## config.mk

```make
export PLATFORM = sky130hd
export DESIGN_NAME = lockstep_monitor
export DESIGN_NICKNAME = d
export VERILOG_FILES = /design/src/rtl/lsm_pkg.sv /design/src/rtl/lsm_cmp.sv /design/src/rtl/lsm_tmo.sv /design/src/rtl/lsm_alarm.sv /design/src/rtl/lockstep_monitor.sv
export SDC_FILE = /design/constraint.sdc
export NUM_CORES = 1
export LEC_CHECK = 0
export ABC_AREA = 0
export BUFFER_PORTS_ARGS = -buffer_cell sky130_fd_sc_hd__buf_2
export CAP_MARGIN = 20
export CORE_MARGIN = 8
export CORE_UTILIZATION = 39
export CTS_CLUSTER_DIAMETER = 120
export DETAILED_ROUTE_END_ITERATION = 12
export PLACE_DENSITY_LB_ADDON = 0.3
export SLEW_MARGIN = 20
export SYNTH_ARGS = -nofsm -noshare
export SYNTH_HDL_FRONTEND = slang
export SYNTH_SLANG_ARGS = --single-unit
```

## constraint.sdc

```tcl
create_clock -name clk -period 2.03 [get_ports clk]
set_input_delay 0.3045 -clock clk [delete_from_list [all_inputs] [get_ports clk]]
set_output_delay 0.3045 -clock clk [all_outputs]
set_load 0.05 [all_outputs]
```

## src/rtl/lsm_pkg.sv

```systemverilog
package lsm_pkg;

    localparam int          NUM_ALARMS = 2;
    localparam int          ALM_CMP    = 0;
    localparam int          ALM_TMO    = 1;
    localparam logic [3:0]  SILENT_KEY = 4'hA;

    typedef enum logic [1:0] {
        T_IDLE    = 2'd0,
        T_RUN     = 2'd1,
        T_EXPIRED = 2'd2
    } tmo_state_e;

endpackage

```

## src/rtl/lsm_cmp.sv

```systemverilog
module lsm_cmp #(
    parameter int W = 16
) (
    input  logic         clk,
    input  logic         rst_n,
    input  logic         silent,
    input  logic         cmp_en,
    input  logic [W-1:0] pri_bus,
    input  logic [W-1:0] shd_bus,
    input  logic         root_inj,
    input  logic         ctx_clr,
    output logic         cmp_event,
    output logic [W-1:0] ctx
);

    logic [W-1:0] live_diff;
    logic [W-1:0] pattern;

    // real differences are only looked at when compare is live
    always_comb begin
        live_diff = (cmp_en && !silent) ? (pri_bus ^ shd_bus) : '0;
        pattern   = live_diff | {{(W-1){1'b0}}, root_inj};
        cmp_event = |pattern;
    end

    // zero context means nothing captured yet
    always_ff @(posedge clk or negedge rst_n) begin
        if (!rst_n)
            ctx <= '0;
        else if (ctx_clr || (ctx == '0))
            ctx <= pattern;
    end

endmodule

```

## src/rtl/lsm_tmo.sv

```systemverilog
module lsm_tmo
    import lsm_pkg::*;
#(
    parameter int CW = 8
) (
    input  logic          clk,
    input  logic          rst_n,
    input  logic [CW-1:0] deadline,
    input  logic          ack,
    input  logic          silent,
    input  logic          root_inj,
    output logic          tmo_event
);

    tmo_state_e    state, state_nxt;
    logic [CW-1:0] cnt, cnt_nxt;
    logic          expire;

    always_ff @(posedge clk or negedge rst_n) begin
        if (!rst_n) begin
            state <= T_IDLE;
            cnt   <= '0;
        end else begin
            state <= state_nxt;
            cnt   <= cnt_nxt;
        end
    end

    always_comb begin
        state_nxt = state;
        cnt_nxt   = cnt;
        expire    = 1'b0;
        if (deadline == '0) begin
            state_nxt = T_IDLE;
            cnt_nxt   = '0;
        end else begin
            unique case (state)
                T_IDLE: begin
                    state_nxt = T_RUN;
                    cnt_nxt   = deadline;
                end
                T_RUN: begin
                    if (ack) begin
                        cnt_nxt = deadline;
                    end else if (cnt == '0) begin
                        expire    = 1'b1;
                        state_nxt = T_EXPIRED;
                    end else begin
                        cnt_nxt = cnt - CW'(1);
                    end
                end
                T_EXPIRED: begin
                    if (ack) begin
                        state_nxt = T_RUN;
                        cnt_nxt   = deadline;
                    end
                end
                default: state_nxt = T_IDLE;
            endcase
        end
    end

    // the timer itself ignores the debug key; only its alarm is muted
    assign tmo_event = (expire && !silent) || root_inj;

endmodule

```

## src/rtl/lsm_alarm.sv

```systemverilog
module lsm_alarm
    import lsm_pkg::*;
#(
    parameter int SW = 4
) (
    input  logic                  clk,
    input  logic                  rst_n,
    input  logic [NUM_ALARMS-1:0] events,
    input  logic [NUM_ALARMS-1:0] inj,
    input  logic [NUM_ALARMS-1:0] clr,
    input  logic [NUM_ALARMS-1:0] route,
    output logic [NUM_ALARMS-1:0] alarm,
    output logic                  sev_minor,
    output logic                  sev_major,
    output logic [SW-1:0]         stat
);

    logic [1:0]  inc;
    logic [SW:0] sum;

    genvar g;
    generate
        for (g = 0; g < NUM_ALARMS; g++) begin : g_latch
            always_ff @(posedge clk or negedge rst_n) begin
                if (!rst_n)
                    alarm[g] <= 1'b0;
                else
                    alarm[g] <= (alarm[g] & ~clr[g]) | events[g] | inj[g];
            end
        end
    endgenerate

    always_comb begin
        inc = {1'b0, events[ALM_CMP]} + {1'b0, events[ALM_TMO]};
        sum = {1'b0, stat} + {{(SW-1){1'b0}}, inc};
    end

    always_ff @(posedge clk or negedge rst_n) begin
        if (!rst_n)
            stat <= '0;
        else
            stat <= sum[SW] ? '1 : sum[SW-1:0];
    end

    assign sev_major = |(alarm & route);
    assign sev_minor = |(alarm & ~route);

endmodule

```

## src/rtl/lockstep_monitor.sv

```systemverilog
module lockstep_monitor
    import lsm_pkg::*;
#(
    parameter int W  = 16,
    parameter int CW = 8,
    parameter int SW = 4
) (
    input  logic                  clk,
    input  logic                  rst_n,
    input  logic [3:0]            silent_key,
    input  logic                  cmp_en,
    input  logic [W-1:0]          pri_bus,
    input  logic [W-1:0]          shd_bus,
    input  logic [CW-1:0]         deadline,
    input  logic                  tmo_ack,
    input  logic                  root_inj_cmp,
    input  logic                  root_inj_tmo,
    input  logic [NUM_ALARMS-1:0] alarm_inj,
    input  logic [NUM_ALARMS-1:0] alarm_clr,
    input  logic [NUM_ALARMS-1:0] route,
    output logic [NUM_ALARMS-1:0] alarm,
    output logic                  sev_minor,
    output logic                  sev_major,
    output logic [W-1:0]          mismatch_ctx,
    output logic [SW-1:0]         stat_cnt,
    output logic                  silent
);

    logic                  cmp_event;
    logic                  tmo_event;
    logic [NUM_ALARMS-1:0] events;

    assign silent = (silent_key == SILENT_KEY);

    lsm_cmp #(.W(W)) u_cmp (
        .clk       (clk),
        .rst_n     (rst_n),
        .silent    (silent),
        .cmp_en    (cmp_en),
        .pri_bus   (pri_bus),
        .shd_bus   (shd_bus),
        .root_inj  (root_inj_cmp),
        .ctx_clr   (alarm_clr[ALM_CMP]),
        .cmp_event (cmp_event),
        .ctx       (mismatch_ctx)
    );

    lsm_tmo #(.CW(CW)) u_tmo (
        .clk       (clk),
        .rst_n     (rst_n),
        .deadline  (deadline),
        .ack       (tmo_ack),
        .silent    (silent),
        .root_inj  (root_inj_tmo),
        .tmo_event (tmo_event)
    );

    always_comb begin
        events          = '0;
        events[ALM_CMP] = cmp_event;
        events[ALM_TMO] = tmo_event;
    end

    lsm_alarm #(.SW(SW)) u_alarm (
        .clk       (clk),
        .rst_n     (rst_n),
        .events    (events),
        .inj       (alarm_inj),
        .clr       (alarm_clr),
        .route     (route),
        .alarm     (alarm),
        .sev_minor (sev_minor),
        .sev_major (sev_major),
        .stat      (stat_cnt)
    );

endmodule

```

==> metrics.txt, run 1 <==
syn_area_per_cell 9.19 sq um; Synth warnings 0; clk_lat worst skew 0.28 ns; RSZ-0062 raised after global routing false; ANT cells 0; top_reg_cell synth dfrtp_1; Core Area 4600 sq um; Worst Setup Start Kind flop; GRT Overall Usage 14.6%; drt pass-1 iters 4; largest net degree at the start of global routing 33; Hold Buf Count CTS 0; fmax 526 MHz; Initial Util 39.6%; Setup CP Type flop to flop; initial antenna violation count 0; area delta synth->final 41.6%; max cap viols 0; DRC 0; final net count 361; GRT overflow 0; hold slack 0.0721 ns; DRT antenna net count 0; critical path fanouts, max 2; Max-Slew Margin vs Limit 51.9%; peak supply drop 0.554 mV; min Tclk post-route 1.90 ns; vias in the first global route 1849; data required time at the worst endpoint 2.20 ns; Vias 1807; ports placed on the boundary 81; Die Wd 84.3 um; number of port buffers 80; Final Wtd Congestion 0.851; FF+latch count, synth 32; Iter 0 DRT Violations 72; CTS H-tree lvls 2; sequential element share of the synthesized area 44.0%; HP Class primary input to asynchronous set/reset pin; Pwr per Cell Area 1120 nW/um^2; arrival time at the worst endpoint 2.07 ns; total power 2.89 mW; Wirelength per Cell 15.1 um; Post-Route Utilization 56.1%; mapped cell area 1820 sq um; Post-DP HPWL 4.23 mm; Worst Setup End Kind flop; Slew @ Worst Pin 0.721 ns; Reg area 801 sq um; post-synthesis cell count 198; row cnt 25; final instance area 2580 sq um; Setup-failing EPs final 0; Fillers 454; Final Cycle Share 93.7%; die height 84.3 um; die area 7110 sq um; syn nets 258; Pleak 1.25 nW; share of cells above drive strength 1 41.4%; clock buffer depth 2; clock skew 0.00827 ns; total clock sinks 32; global-route wire length before repair 8.62 mm; Netlist cell types 37; CTS Buf Count 5; Placed Cells 347; Multi-input gate area 985 sq um; root buffer cell clkbuf_8; status completed; Async SR Flop Fraction 100%; Worst-path clk slew 0.07 ns; Non-Filler Instances 356; placed instance area 2440 sq um; max-slew violation count 0; Fin. Hold Viols 0; CTS tree done; number of flops mapped to enable cells by yosys 0; final wirelength 5.36 mm; post-DR vias/cell 5.08
==> path summary, 6_finish.rpt <==
kind                                          start                         end  slack, ns  cells past startpoint
max reg2reg                u_tmo.cnt[4]$_DFFE_PN0P_   u_alarm.stat[1]$_DFF_PN0_       0.13                      7
min reg2reg                u_cmp.ctx[7]$_DFFE_PN0P_    u_cmp.ctx[7]$_DFFE_PN0P_       0.51                      2
max in group asynchronous                     rst_n    u_tmo.cnt[6]$_DFFE_PN0P_       1.49                      1
max                        u_tmo.cnt[4]$_DFFE_PN0P_   u_alarm.stat[1]$_DFF_PN0_       0.13                      7
min in group clk                       alarm_inj[0]  u_alarm.alarm[0]$_DFF_PN0_       0.22                      2
min                                           rst_n    u_tmo.cnt[5]$_DFFE_PN0P_       0.07                      1
==> what timing repair did <==
action / in CTS / in global routing
gates resized for setup: 1 / 6
buffers inserted: 0 / 1
setup endpoints to repair: 1 / 4
pin swaps: 0 / 3
==> layer usage <==
metal	up-vias	GRT usage, %	part of all wire (%)
met5	-	0	0
met3	2	5.23	8.4
met1	835	16.9	42
met4	0	5.18	0.75
li1	911	-	-
met2	59	24.1	49
==> layout make-up <==
class | count | share of cell area (%)
Clock buffer | 6 | 2.81
Clock inverter | 2 | 1.36
Inverter | 16 | 2.33
Multi-Input combinational cell | 145 | 38.2
Sequential cell | 32 | 31.1
Tap cell | 54 | 2.62
Timing Repair Buffer | 101 | 21.6
==> synth_stat cells (2+ instances only) <==
| library cell | number | area (sq um) |
|---|---|---|
| a21oi_1 | 17 | 85.1 |
| and3_1 | 2 | 12.5 |
| clkbuf_1 | 5 | 18.8 |
| dfrtp_1 | 32 | 801 |
| ha_1 | 3 | 37.5 |
| inv_1 | 16 | 60.1 |
| nand2_1 | 26 | 97.6 |
| nand2b_1 | 3 | 18.8 |
| nand3_1 | 4 | 20.0 |
| nand4_1 | 4 | 25.0 |
| nor2_1 | 13 | 48.8 |
| nor2b_1 | 2 | 12.5 |
| nor3_1 | 4 | 20.0 |
| nor4_1 | 6 | 37.5 |
| o21ai_0 | 4 | 20.0 |
| o22ai_1 | 7 | 43.8 |
| o31ai_1 | 14 | 105 |
| or4_1 | 3 | 22.5 |
| xnor2_1 | 14 | 123 |
| xor2_1 | 2 | 17.5 |
==> cell usage in the layout, fill, tap and decap left out, types with 2 or more instances in the layout <==
cell type,n
nand2_1,26
ha_1,2
nor2b_1,2
nor4_1,6
nand4_1,4
o22ai_1,7
nor3_1,4
nor2_1,13
o21ai_0,4
inv_1,15
nand2b_1,2
xor2_1,2
clkbuf_8,5
buf_2,80
a21oi_1,16
a21oi_2,2
or4_1,2
nand3_1,4
o31ai_1,14
buf_4,21
xnor2_1,14
dfrtp_1,32
==> registers in the layout, summed over array words and instances (netlist names) <==
name and cells:
u_cmp.ctx 16, u_tmo.cnt 8, u_alarm.stat 4, u_alarm.alarm 2, u_tmo.state 2
==> where the power goes <==
| part | total [mW] | internal (mW) | leakage, nW | switching (mW) |
|---|---|---|---|---|
| logic | 1.32 | 0.503 | 0.800 | 0.821 |
| clock network | 0.610 | 0.364 | 0.0552 | 0.246 |
| registers | 0.957 | 0.802 | 0.391 | 0.155 |
| total | 2.89 | 1.67 | 1.25 | 1.22 |
==> critical path, cell delays in order, from the launching register on <==
cell,delay [ns]
dfrtp_1,0.41
nor4_4,0.30
and4_4,0.27
a21oi_2,0.07
fa_2,0.34
inv_2,0.08
ha_4,0.19
nand2b_1,0.14
==> through the flow <==
stage,setup WS (ns),setup TNS [ns]
final,0.127,0
after global routing,0.0212,0
after CTS,0.00158,0
after detailed placement,-0.121,-0.376
after global placement,-0.0418,-0.111
after floorplan,0.00748,0
==> cells by family (layout without fill, tap and decap cells) <==
logic type,after synthesis,in the layout,synth area share (%)
compound gates,50,50,18.4
xor+xnor,16,16,7.70
fa+ha+maj,4,4,3.16
buf+inv,21,125,4.33
flops,32,32,44.0
simple gates,75,75,22.4
(Power assumes the default switching activity.)
==> run 2: changes to the inputs <==
REMOVE_ABC_BUFFERS = 1   (was unset)
==> run 2 against run 1 <==
Maximum frequency decreased by 1.4%; sequential share of layout area rose by 0.71 points; power is 4.8% lower; clock power down 16%; count of clock-buffer cells in the layout unchanged; sequential power decreased by 0.7%.
==> metrics.txt, run 2 (synthesized netlist as in run 1, its figures left out) <==
status completed; area delta synth->final 38.5%; Slew @ Worst Pin 0.718 ns (-0.00252 ns); Max-Slew Margin vs Limit 52.1% (+0.17 points); Regs by FF count u_cmp.ctx (16), u_tmo.cnt (8), u_alarm.stat (4); Setup-failing EPs final 0 (unchanged); Initial Util 39.6% (unchanged); Largest register FFs 16 (unchanged); row cnt 25 (unchanged); global-route wire length before repair 8.33 mm (-3.4%); Worst Setup Start Kind flop; final wirelength 5.10 mm (-4.9%); GRT overflow 0 (unchanged); Core Area 4600 sq um (unchanged); placed instance area 2400 sq um (-1.7%); worst reg2reg path depth 7 (unchanged); DRT antenna net count 0 (unchanged); total power 2.75 mW (-4.8%); r2r endpoint u_alarm.stat[1]$_DFF_PN0_; Wirelength per Cell 14.5 um (-3.8%); data required time at the worst endpoint 2.20 ns (about the same); total clock sinks 32 (unchanged); Vias 1818 (+0.61%); clock skew 0.00651 ns (-0.00175 ns); Final Wtd Congestion 0.776 (-8.9%); RSZ-0062 raised after global routing false; vias in the first global route 1832 (-0.92%); Fin. Hold Viols 0 (unchanged); HP Class primary input to asynchronous set/reset pin; ANT cells 0 (unchanged); crit-path max cell delay 0.41 ns (about the same); clk_lat worst skew 0.29 ns (about the same); CTS H-tree lvls 2 (unchanged); Final Cycle Share 95.0% (+1.3 points); drt pass-1 iters 4 (unchanged); largest register by flop count u_cmp.ctx; min Tclk post-route 1.93 ns (+0.0261 ns); post-DR vias/cell 5.16 (+1.8%); DRC 0 (unchanged); initial antenna violation count 0 (unchanged); critical path fanouts, max 2 (unchanged); die height 84.3 um (unchanged); peak supply drop 0.534 mV (-3.5%); R2R setup slack 0.10 ns (-0.03 ns); GRT Overall Usage 14.4% (-0.21 points); ports placed on the boundary 81 (unchanged); Worst-path clk slew 0.07 ns (about the same); arrival time at the worst endpoint 2.10 ns (+0.03 ns); sequence of cells on the critical path nor4_4 > and4_4 > a21oi_2 > fa_2 > inv_2 > ha_4 > nand2b_1; Setup CP Type flop to flop; final net count 357 (-1.1%); Pwr per Cell Area 1090 nW/um^2 (-2.7%); Max stage delay cell, worst path dfrtp_1; most frequent cells in the layout buf_2, dfrtp_1, nand2_1; Hold Buf Count CTS 0 (unchanged); share of cells above drive strength 1 39.6% (-1.8 points); CTS Buf Count 5 (unchanged); final instance area 2520 sq um (-2.2%); Die Wd 84.3 um (unchanged); die area 7110 sq um (unchanged); launch point of the worst reg-to-reg path u_tmo.cnt[6]$_DFFE_PN0P_; max cap viols 0 (unchanged); CTS tree done; number of port buffers 80 (unchanged); largest net degree at the start of global routing 33 (unchanged); Pleak 1.22 nW (-2.2%); clock buffer depth 2 (unchanged); root buffer cell clkbuf_8; commonest non-fill, non-tap cell in the layout buf_2; max-slew violation count 0 (unchanged); fmax 518 MHz (-1.4%); Post-DP HPWL 4.12 mm (-2.6%); Iter 0 DRT Violations 75 (+4.2%); Worst Setup End Kind flop
==> run 2: worst max-delay path by stage <==
stage	startpoint	endpoint	slack (ns)	cells after the start
2_1_floorplan	u_cmp.ctx[1]$_DFFE_PN0P_	u_cmp.ctx[0]$_DFFE_PN0P_	-0.53	3
3_3_place_gp	deadline[5]	u_alarm.stat[3]$_DFF_PN0_	-0.12	10
3_5_place_dp	deadline[5]	u_alarm.stat[3]$_DFF_PN0_	-0.18	10
4_1_cts	u_tmo.cnt[4]$_DFFE_PN0P_	u_alarm.stat[1]$_DFF_PN0_	0.001	7
5_1_grt	u_tmo.cnt[6]$_DFFE_PN0P_	u_alarm.stat[2]$_DFF_PN0_	0.002	9
6_report	u_tmo.cnt[6]$_DFFE_PN0P_	u_alarm.stat[1]$_DFF_PN0_	0.10	7
==> run 2: metrics by stage <==
step	setup TNS, ns	util [%]	cells	hold slack (ns)	worst slack [ns]
2_1_floorplan	-7.80	-	193	0.00891	-0.532
3_3_place_gp	-0.451	52.1	343	0.408	-0.124
3_5_place_dp	-0.615	52.1	343	0.410	-0.176
4_1_cts	0	54.2	351	0.0969	0.00116
5_1_grt	0	54.8	352	0.122	0.00183
6_report	0	54.8	352	0.0647	0.101
==> run 2: critical path: cells and delay by family (launching register included) <==
family | cells | cell delay [ns]
buffers and inverters | 1 | 0.08
AO/OA/AOI/OAI | 1 | 0.07
flip-flops | 1 | 0.41
AND/OR/NAND/NOR | 3 | 0.73
adder cells (fa/ha/maj) | 2 | 0.52
==> run 2: layout make-up <==
| type | count | area [sq um] |
|---|---|---|
| Fill cell | 436 | 2080 |
| Sequential cell | 32 | 801 |
| Inverter | 16 | 60.1 |
| Tap cell | 54 | 67.6 |
| Multi-Input combinational cell | 145 | 972 |
| Timing Repair Buffer | 97 | 528 |
| Clock inverter | 2 | 10.0 |
| Clock buffer | 6 | 82.6 |
==> run 2: power by group <==
part           switching [mW]  internal [mW]
logic                   0.811          0.476
registers               0.148          0.802
clock network           0.244          0.270
total                    1.20           1.55
==> run 2: what timing repair did <==
action                                  in CTS  in global routing
pin swaps                                    0                  2
setup buffers                                0                  1
resized for setup                            2                  4
endpoints found under the setup margin       2                  4
==> run 2: per-layer routing <==
layer	vias up	part of all wire, %	global-route usage [%]
li1	906	-	-
met1	850	41	16.3
met2	54	50	23.5
met4	0	1.6	5.18
met5	-	0	0
met3	8	7.4	6.00
==> run 3: changes to the inputs <==
SYNTH_HIERARCHICAL = 1   (was unset)
==> run 3 against run 2 <==
The flow now finishes with violations (negative setup slack); first-iteration DRC count shrank 37%; global-route usage up 0.071 points; critical path depth down 2; largest cell class unchanged; synthesized cell count fell by 1.5%; sequential cell count unchanged.
==> metrics.txt, run 3 <==
arrival time at the worst endpoint 2.22 ns (+0.12 ns); Pwr per Cell Area 869 nW/um^2 (-20%); peak supply drop 0.486 mV (-9.1%); Setup CP Type flop to flop; setup TNS -0.0457 ns (-0.0457 ns); Sw Share 39.9% (-3.8 points); Wirelength per Cell 14.1 um (-2.6%); mux cell area share after synthesis 0.530% (+0.53 points); NetSw 932 uW (-23%); RSZ-0062 raised after global routing true; Async SR Flop Fraction 100% (unchanged); Worst-path clk slew 0.06 ns (about the same); Post-Route Utilization 57.3% (+2.5 points); Worst Setup End Kind flop; Placed Cells 354 (+3.2%); largest net degree at the start of global routing 33 (unchanged); top_reg_cell synth dfrtp_1; GRT Max-Usage Layer met2; number of port buffers 80 (unchanged); largest family of logic cells by synthesized area simple AND/OR/NAND/NOR gates; ports placed on the boundary 81 (unchanged); critical path fanouts, max 3 (+1); data required time at the worst endpoint 2.19 ns (about the same); Post-DP HPWL 4.13 mm (+0.19%); GRT Overall Usage 14.5% (+0.071 points); final wirelength 5.14 mm (+0.76%); Power Internal 1.41 mW (-9.2%); most frequent cells in the layout buf_2, buf_4, dfrtp_1; share of cells above drive strength 1 44.8% (+5.2 points); Fin. Hold Viols 0 (unchanged); status complete, but fails checks; Slew @ Worst Pin 0.702 ns (-0.0162 ns); compound-gate portion of the synthesized area 19.2% (+0.79 points); Core Area 4690 sq um (+2.0%); Synth area leader dfrtp_1; Comb power frac 41.7% (-5.1 points); final net count 369 (+3.4%); post-synthesis xor/xnor area fraction 7.42% (-0.28 points); post-DR vias/cell 5.05 (-2.2%); largest cells by area after synthesis dfrtp_1, o31ai_2, xnor2_1; Non-Filler Instances 364 (+3.4%); post-place setup slack -0.312 ns (-0.136 ns); final setup margin -0.0275 ns (-0.128 ns); total power 2.34 mW (-15%); CTS tree done; Die Wd 85.6 um (+1.5%); power share of the clock group 21.1% (+2.4 points); Fillers 420 (-3.7%); drt pass-1 iters 4 (unchanged); Largest register FFs 16 (unchanged); die height 85.6 um (+1.5%); Initial Util 40.3% (+0.67 points); root buffer cell clkbuf_8; count leader, synth dfrtp_1; launch point of the worst reg-to-reg path u_tmo/cnt[3]$_DFFE_PN0P_; Max-Slew Margin vs Limit 53.2% (+1.1 points); total clock sinks 32 (unchanged); Final Wtd Congestion 0.786 (+1.3%); global-route wire length before repair 8.63 mm (+3.6%); final instance area 2690 sq um (+6.7%); die area 7330 sq um (+3.1%); Worst Setup Start Kind flop; row cnt 25 (unchanged); CTS Buf Count 5 (unchanged); Synth warnings 6 (+6); number of flops mapped to enable cells by yosys 0 (unchanged); Iter 0 DRT Violations 47 (-37%); sequential element share of the synthesized area 42.4% (-1.6 points); commonest non-fill, non-tap cell in the layout buf_2; violated checks negative setup slack; Setup-failing EPs final 2 (+2); post-synthesis cell count 195 (-1.5%); top cell type's share of synthesized area 42.4% (-1.6 points); clock skew 0.00149 ns (-0.00502 ns); placed instance area 2570 sq um (+7.2%); Regs by FF count u_cmp/ctx (16), u_tmo/cnt (8), u_alarm/stat (4); area delta synth->final 42.3%; fmax 486 MHz (-6.2%); mapped cell area 1890 sq um (+3.8%); max cap viols 0 (unchanged); ANT cells 0 (unchanged); initial antenna violation count 0 (unchanged); Vias 1839 (+1.2%); GRT overflow 0 (unchanged); Netlist cell types 43 (+16%); Synth Area in Adders 3.05% (-0.12 points); max-slew violation count 0 (unchanged); clk_lat worst skew 0.27 ns (-0.02 ns); commonest cells in the synthesized netlist dfrtp_1, nand2_1, inv_1, nor2_1; grt met1 use 16.7% (+0.34 points); GRT met2 Usage 25.2% (+1.6 points); CTS H-tree lvls 2 (unchanged); Final Cycle Share 101% (+6.3 points); largest register by flop count u_cmp/ctx; syn_area_per_cell 9.69 sq um (+5.4%); min Tclk post-route 2.06 ns (+0.128 ns); HP Class primary input to asynchronous set/reset pin; FF+latch count, synth 32 (unchanged); vias in the first global route 1934 (+5.6%); crit path launch u_tmo/cnt[3]$_DFFE_PN0P_; DRC 0 (unchanged); Post-Synth Simple-Gate Area 23.3% (+0.91 points); clock buffer depth 2 (unchanged); DRT antenna net count 0 (unchanged); hold slack 0.0763 ns (+0.0116 ns); Pleak 1.29 nW (+5.5%); Seq pwr share 37.2% (+2.7 points); met3 Usage GRT 4.87% (-1.1 points)
[run 3: final timing paths]
check                      slack (ns)  cells after the start                         end
setup / recovery                -0.03                      5   u_alarm/stat[0]$_DFF_PN0_
hold / removal                   0.08                      1    u_tmo/cnt[6]$_DFFE_PN0P_
setup reg to reg                -0.03                      5   u_alarm/stat[0]$_DFF_PN0_
hold reg to reg                  0.51                      2   u_cmp/ctx[14]$_DFFE_PN0P_
max in group asynchronous        1.50                      1   u_cmp/ctx[11]$_DFFE_PN0P_
min in group clk                 0.20                      2  u_alarm/alarm[1]$_DFF_PN0_
[run 3: timing repair]
item | in CTS | in global routing
hold buffers | 0 | 0
pin swaps | 3 | 0
cloned | 0 | 0
setup endpoints to repair | 4 | 4
setup buffers | 1 | 1
resized for setup | 3 | 0
[run 3: final cells by class]
class,instances,area [sq um],area share [%]
timing repair buffer,113,648,24.1
inverter,13,48.8,1.81
multi-input combinational,144,1030,38.4
clock buffer,8,90.1,3.35
tap,54,67.6,2.51
sequential,32,801,29.8
[run 3: metal layers]
| metal | wire [um] | up-vias | part of all wire, % |
|---|---|---|---|
| met4 | 17 | 0 | 0.33 |
| met1 | 2210 | 847 | 43 |
| li1 | - | 934 | - |
| met2 | 2570 | 56 | 50 |
| met3 | 340 | 2 | 6.6 |
| met5 | 0 | - | 0 |
[run 3: cell families (layout without fill, tap and decap cells)]
| group | Yosys count | count (layout) |
|---|---|---|
| simple gates | 77 | 77 |
| compound gates | 46 | 46 |
| flops | 32 | 32 |
| buf+inv | 19 | 134 |
| xor+xnor | 16 | 16 |
| fa+ha+maj | 4 | 4 |
| mux | 1 | 1 |
[run 3: worst max-delay path, cell delays in order (launching register included)]
cell and delay [ns]:
dfrtp_1 0.40, or4_4 0.55, nor4_4 0.19, a31o_2 0.22
fa_2 0.43, nand2b_1 0.16
[run 3: power groups by stage]
stage	logic [mW]	clock network, mW	registers (mW)
after floorplan	0.348	0	1.12
after global placement	0.921	0	0.872
after detailed placement	0.939	0	0.876
after CTS	0.968	0.506	0.869
after global routing	1.06	0.541	0.890
final	0.975	0.492	0.869
